### config.mk
export PLATFORM = sky130hd
export DESIGN_NAME = quadrant_ctx_sel
export DESIGN_NICKNAME = d
export VERILOG_FILES = /design/src/rtl/quadrant_ctx_sel.sv
export SDC_FILE = /design/constraint.sdc
export NUM_CORES = 1
export LEC_CHECK = 0
export ABC_AREA = 1
export BUFFER_PORTS_ARGS = -buffer_cell sky130_fd_sc_hd__buf_2
export CAP_MARGIN = 20
export CORE_AREA = 2 2 151 153
export CTS_BUF_LIST = sky130_fd_sc_hd__clkbuf_2
export CTS_CLUSTER_SIZE = 16
export DETAILED_ROUTE_END_ITERATION = 12
export DIE_AREA = 0 0 153 155
export GPL_TIMING_DRIVEN = 0
export PLACE_DENSITY = 0.68
export SLEW_MARGIN = 20
export SYNTH_ARGS = -nofsm -noshare
export SYNTH_HDL_FRONTEND = slang
export SYNTH_SLANG_ARGS = --single-unit
export TNS_END_PERCENT = 5
### constraint.sdc
create_clock -name clk -period 3.4 [get_ports clk]
set_input_delay 0.34 -clock clk [delete_from_list [all_inputs] [get_ports clk]]
set_output_delay 0.34 -clock clk [all_outputs]
set_load 0.02 [all_outputs]
### src/rtl/quadrant_ctx_sel.sv
module quadrant_ctx_sel #(
  parameter int AW   = 64,
  parameter int IDW  = 64,
  parameter int RSV_HI = 61,
  parameter int RSV_LO = 52
) (
  input  logic           clk,
  input  logic           rst_n,
  input  logic           req_valid,
  input  logic [AW-1:0]  ea,
  input  logic           hv_mode,
  input  logic [1:0]     acc_kind,
  input  logic [IDW-1:0] cur_part,
  input  logic [IDW-1:0] cur_proc,
  output logic           rsp_valid,
  output logic [IDW-1:0] part_id,
  output logic [IDW-1:0] proc_id,
  output logic           seg_fault,
  output logic           iseg_fault,
  output logic           dseg_fault,
  output logic [AW-1:0]  fault_addr
);
  localparam logic [1:0] KIND_FETCH = 2'd2;

  logic [1:0]     quad;
  logic           rsv_bad, quad_bad, fault;
  logic [IDW-1:0] sel_part, sel_proc;

  assign quad     = ea[AW-1 -: 2];
  assign rsv_bad  = |ea[RSV_HI:RSV_LO];
  assign quad_bad = !hv_mode && (quad == 2'd1 || quad == 2'd2);
  assign fault    = rsv_bad || quad_bad;

  always_comb begin
    sel_part = '0;
    sel_proc = '0;
    if (!fault) begin
      if (hv_mode) begin
        unique case (quad)
          2'd0: sel_proc = cur_proc;
          2'd1: begin sel_part = cur_part; sel_proc = cur_proc; end
          2'd2: sel_part = cur_part;
          default: ;
        endcase
      end else begin
        sel_part = cur_part;
        if (quad == 2'd0) sel_proc = cur_proc;
      end
    end
  end

  always_ff @(posedge clk) begin
    if (!rst_n) begin
      rsp_valid  <= 1'b0;
      part_id    <= '0;
      proc_id    <= '0;
      seg_fault  <= 1'b0;
      iseg_fault <= 1'b0;
      dseg_fault <= 1'b0;
      fault_addr <= '0;
    end else begin
      rsp_valid <= req_valid;
      if (req_valid) begin
        part_id    <= sel_part;
        proc_id    <= sel_proc;
        seg_fault  <= fault;
        iseg_fault <= fault && acc_kind == KIND_FETCH;
        dseg_fault <= fault && acc_kind != KIND_FETCH;
        if (fault && acc_kind != KIND_FETCH) fault_addr <= ea;
      end
    end
  end
endmodule


==> results of run 1 <==
-- area by class of cell --
class | instances | area share
clock buffer | 18 | 0.00654
antenna | 2 | 0.000363
sequential | 196 | 0.285
multi-input combinational | 910 | 0.277
timing repair buffer | 596 | 0.291
tap | 285 | 0.0259
clock inverter | 14 | 0.0120
buffer | 104 | 0.0455
inverter | 212 | 0.0577
-- per-layer routing --
metal | global-route usage | part of all wire | vias to the layer above
met5 | 0 | 0 | -
met4 | 0.0970 | 0.031 | 0
met3 | 0.0708 | 0.068 | 63
met2 | 0.486 | 0.50 | 382
met1 | 0.311 | 0.40 | 4812
li1 | - | - | 5493
-- final timing paths --
kind,endpoint,depth (start not counted),startpoint,slack [ns]
worst min-delay path,part_id[42],5,req_valid,0.11
worst min register to register,part_id[29],2,part_id[29],0.48
worst max-delay path,fault_addr[11],14,ea[62],1.26
worst max register to register,seg_fault,3,seg_fault,2.59
-- logic make-up (layout without fill, tap and decap cells) --
kind of cell,count (synthesis),in the layout,share of synthesized area
other,0,2,0
DFF,196,196,0.428
adders and majority gates,2,2,0.00273
buffers and inverters,316,944,0.155
and+or+nand+nor,776,776,0.337
AOI/OAI and AO/OA,132,132,0.0765
-- worst register-to-register path, stage by stage (launching register included) --
cell and delay, ns:
dfxtp_1 0.38, o21ai_0 0.07, or2_2 0.29, inv_1 0.05
-- layout by cell type (no fill, tap or decap), drive strengths merged --
cell and n:
dlygate4sd3 204, a21oi 130, clkinvlp 1, bufinv 1
nor2 200, nand3 2, inv 217, buf 454
dfxtp 196, ha 2, a21o 1, nand2 509
clkbuf 60, clkinv 7, diode 2, or2 1
nand4 64, o21ai 1
-- report_power, final --
part	leakage [nW]	switching, mW	internal (mW)
combinational	5.35	0.488	0.408
sequential	1.59	0.0326	2.37
clock	0.150	0.924	0.309
total	7.10	1.45	3.09
-- state kept, by name, indices dropped and copies added, names as in the netlist --
| name | cells |
|---|---|
| dseg_fault | 1 |
| fault_addr | 64 |
| iseg_fault | 1 |
| part_id | 64 |
| proc_id | 64 |
| rsp_valid | 1 |
| seg_fault | 1 |
-- through the flow --
stage / hold slack (ns) / setup slack (ns)
2_1_floorplan: 0.541 / 1.85
3_3_place_gp: 0.450 / 1.20
5_1_grt: 0.0364 / 1.25
3_5_place_dp: 0.453 / 1.16
4_1_cts: 0.00118 / 1.41
6_report: 0.109 / 1.26
-- repair_timing --
| item | 4_1_cts | 5_1_grt |
|---|---|---|
| endpoints found under the setup margin | 0 | 0 |
| hold endpoints to repair | 194 | 0 |
| hold buffers | 204 | 0 |
==> flow_summary.yaml, run 1 <==
clock_tree:
  clockBufferDepth: 2
  h-tree-depth: 4
  postCtsResizedCells: 0
  cts-root-buf: "clkbuf_2"
  cts_sinks: 196
  cts_made_buffers: 17
  clk_pin_slew_worst_paths_ns: 0.34
  insertion_delay_ns: 0.72
  cts_tree: "yes"
  cts_setup_buffers: 0
place:
  place_hpwl_um: 23100
  dp_cells: 2099
  place_area_um2: 11500
  place.gp.congestion: 0.832
  portBuffers: 392
logic_synthesis:
  synth_common_cells: "nand2_1, inv_1, nor2_1"
  syn-num-nets: 1622
  ys_types: 23
  synth_top_area_frac: 0.428
  synth_edf_count: 0
  synthFlopType: "dfxtp_1"
  syn_inst: 1422
  yosysSeqAreaShare: 0.428
  async_flop_share: 0
  synth-seq-cells: 196
  synth.most_common_cell: "nand2_1"
  syn_area_um2: 9160
  yosysTopAreaCell: "dfxtp_1"
  syn_avg_cell_area_um2: 6.44
  synthTopCellsByArea: "dfxtp_1, nand2_1, inv_1, nor2_1, a21oi_1"
  ys.warnings.count: 0
sta:
  period_minus_slack_ns: 2.14
  clock.fmax_mhz: 468
  tns_ns: 0
  max_slew.worst_pin.slew_ns: 0.851
  hold_violations: 0
  max_slew_margin: 0.433
  final.period_utilization: 0.629
  fin_skew_ns: 0
  setup_viol: 0
  rsz0062_at_grt: "no"
  slew_violations: 0
cells_and_area:
  seq_area_um2: 3920
  drive_gt1_frac: 0.246
  final_core_util: 0.620
  multi_input_area_um2: 3810
  nFillCells: 2056
  nets: 2237
  instances_no_fill: 2337
  finalInstanceArea_um2: 13800
  area_delta_synth_final_pct: 50.4
detailed_routing:
  ant_nets: 0
  wl_per_cell_um: 14.1
  drtIter0Drc: 573
  post-route-drc-count: 0
  first_pass_iters: 5
  routed_wl_um: 33000
  num_vias: 10800
  viasPerCell: 4.60
power_and_ir_drop:
  power.total_mw: 4.53
  p_leak_nw: 7.10
  peakVddDrop_mv: 0.196
  powerDensity_nw_per_um2: 329
critical_path:
  crit_fanout: 10
  end_kind: "flop"
  cp.required_ns: 4.15
  slowest_stage: "dlygate4sd3_1"
  crit_buf_inv: 6
  crit_arrival_ns: 2.89
  cp_common_cell: "nand2_1"
  crit_family: "buffers and inverters"
  crit_type: "input pin to flop"
  crit_path_max_incr_delay_ns: 0.57
  path_cells: "dlygate4sd3_1, buf_2, inv_1, ha_1, nand2_1, nand2_1, nor2_1, nand2_2, buf_6, buf_2, nand4_1, nand2_1, dlygate4sd3_1, nor2_1"
  startpoint_type: "input pin"
worst_hold_path:
  hold_class: "input pin to flop"
floorplan:
  initial_core_util: 0.412
  boundaryPins: 394
  dieWidth_um: 153
  rows: 55
  die_y_um: 155
  coreArea_um2: 22200
  die_area_um2: 23700
grt:
  grt_max_degree: 20
  grt.overflow.total: 0
  grt_pass1_wl_um: 52000
  track_usage: 0.271
  antenna_found_initial: 2
  grt_pass1_vias: 10300
run:
  drv_cap: 0
status:
  status: "finished clean"
No activity file was read; power rests on OpenSTA's default activity.
==> inputs of run 2 (changes only) <==
--- a/config.mk
+++ b/config.mk
@@ -8,11 +8,11 @@
 export ABC_AREA = 1
 export BUFFER_PORTS_ARGS = -buffer_cell sky130_fd_sc_hd__buf_2
 export CAP_MARGIN = 20
-export CORE_AREA = 2 2 151 153
+export CORE_AREA = 2 2 155 157
 export CTS_BUF_LIST = sky130_fd_sc_hd__clkbuf_2
 export CTS_CLUSTER_SIZE = 16
 export DETAILED_ROUTE_END_ITERATION = 12
-export DIE_AREA = 0 0 153 155
+export DIE_AREA = 0 0 157 159
 export GPL_TIMING_DRIVEN = 0
 export PLACE_DENSITY = 0.68
 export SLEW_MARGIN = 20
==> constraint.sdc (replaced) <==
create_clock -name clk -period 1.8 [get_ports clk]
set_input_delay 0.18 -clock clk [delete_from_list [all_inputs] [get_ports clk]]
set_output_delay 0.18 -clock clk [all_outputs]
set_load 0.02 [all_outputs]
==> run 2 against run 1 <==
  * The run now ends with setup timing left
  * Sequential cell count is the same
  * Critical path depth decreased by 5
  * Combinational power is 95% higher
  * Worst setup slack lost 1.3 ns
  * Sequential power grew 89%
  * Design area up 2.2%
  * Wire length up 3.3%
  * Final cell count grew 2.5%
  * Clock power is 93% higher
  * First-iteration DRC count up 19%
  * Global-route usage decreased by 0.45 points
  * Total power is 91% higher
  * Critical path type unchanged
==> flow_summary.yaml, run 2 (synthesis gave the netlist of run 1 again) <==
power_and_ir_drop:
  peakVddDrop_mv: 0.323
  powerDensity_nw_per_um2: 615
  p_leak_nw: 7.21
detailed_routing:
  drtIter0Drc: 681
  post-route-drc-count: 0
  routed_wl_um: 34100
  ant_nets: 0
  viasPerCell: 4.54
  num_vias: 10900
  wl_per_cell_um: 14.2
  first_pass_iters: 5
sta:
  final.period_utilization: 1.03
  rsz0062_at_grt: "yes"
  period_minus_slack_ns: 1.85
  setup_viol: 3
  fin_ws_ns: -0.0451
  fin_skew_ns: 0
  clock.fmax_mhz: 542
  hold_violations: 0
  max_slew.worst_pin.slew_ns: 0.803
  max_slew_margin: 0.465
  slew_violations: 0
clock_tree:
  clockBufferDepth: 2
  cts-root-buf: "clkbuf_2"
  h-tree-depth: 4
  clk_pin_slew_worst_paths_ns: 0.36
  cts_setup_buffers: 0
  cts_made_buffers: 17
  cts_sinks: 196
  insertion_delay_ns: 0.74
  cts_tree: "yes"
cells_and_area:
  nets: 2261
  multi_input_area_um2: 3820
  nFillCells: 2175
  final_cell_mix: "nand2_1, buf_2, dlygate4sd3_1"
  final_core_util: 0.607
  reg_top3: "fault_addr (64), part_id (64), proc_id (64)"
  drive_gt1_frac: 0.244
  seq_area_um2: 3920
  area_delta_synth_final_pct: 53.8
  finalInstanceArea_um2: 14100
  instances_no_fill: 2395
  final_common_cell: "nand2_1"
floorplan:
  initial_core_util: 0.395
  die_area_um2: 25000
  coreArea_um2: 23200
  boundaryPins: 394
  dieWidth_um: 157
  die_y_um: 159
  rows: 56
worst_hold_path:
  hold_class: "input pin to flop"
place:
  place_hpwl_um: 23400
  place.gp.congestion: 0.823
  dp_slack_ns: -0.209
  dp_cells: 2133
  portBuffers: 392
  place_area_um2: 11500
critical_path:
  crit_type: "input pin to flop"
  cp_common_cell: "dlygate4sd3_1"
  cp.required_ns: 2.51
  crit_fanout: 10
  end_kind: "flop"
  crit_path_max_incr_delay_ns: 0.57
  slowest_stage: "dlygate4sd3_1"
  path_cells: "dlygate4sd3_1, clkbuf_4, buf_6, nand2_1, dlygate4sd3_1, nor2_1, dlygate4sd3_1, nand2_1, a21oi_1"
  crit_arrival_ns: 2.55
  startpoint_type: "input pin"
grt:
  grt_max_degree: 21
  grt.overflow.total: 0
  grt_pass1_vias: 10700
  track_usage: 0.266
  grt_pass1_wl_um: 53200
  antenna_found_initial: 2
status:
  violations: "setup timing"
  status: "complete, but fails checks"
run:
  drv_cap: 0
run 2: metal layers:
layer  up-vias  GRT usage  share of wire
met5         -          0              0
met4         0      0.132          0.046
met3        88     0.0800          0.081
met2       439      0.469           0.48
met1      4794      0.287           0.39
li1       5543          -              -
run 2: final cells by class:
class | instances | area share
Timing Repair Buffer | 620 | 0.301
Sequential cell | 196 | 0.279
Multi-Input combinational cell | 910 | 0.271
Inverter | 212 | 0.0565
Buffer | 104 | 0.0449
Tap cell | 319 | 0.0283
Clock inverter | 15 | 0.0131
Clock buffer | 17 | 0.00604
Antenna cell | 2 | 0.000355
run 2: critical path, delay by kind of cell:
kind | cells | cell delay, ns
AND/OR/NAND/NOR | 3 | 0.22
buffers and inverters | 5 | 2.04
AO/OA/AOI/OAI | 1 | 0.11
run 2: repair_timing:
item | in CTS | in global routing
gates resized for setup | 0 | 6
setup endpoints to repair | 0 | 11
endpoints found under the hold margin | 195 | 0
hold buffers | 228 | 0
run 2: metrics by stage:
stage	hold WS (ns)	power (mW)	TNS, ns
global route	0.0779	9.11	-0.0169
finish	0.102	8.66	-0.101
floorplan	0.381	5.39	0
CTS	0.0178	8.70	0
global placement	0.450	5.92	-8.03
detailed placement	0.452	5.94	-8.34
run 2: worst paths after layout:
| path | cells past startpoint | slack, ns | startpoint | endpoint |
|---|---|---|---|---|
| worst min register to register | 2 | 0.48 | part_id[57] | part_id[57] |
| worst min-delay path | 9 | 0.10 | acc_kind[1] | fault_addr[0] |
| worst max register to register | 4 | 0.43 | seg_fault | seg_fault |
| worst max-delay path | 9 | -0.05 | req_valid | part_id[45] |
run 2: where the power goes:
group          internal [mW]  total (mW)  leakage, nW  switching, mW
registers               4.48        4.54         1.59         0.0619
logic                  0.804        1.75         5.46          0.944
clock network          0.601        2.38        0.159           1.78
total                   5.88        8.66         7.21           2.78
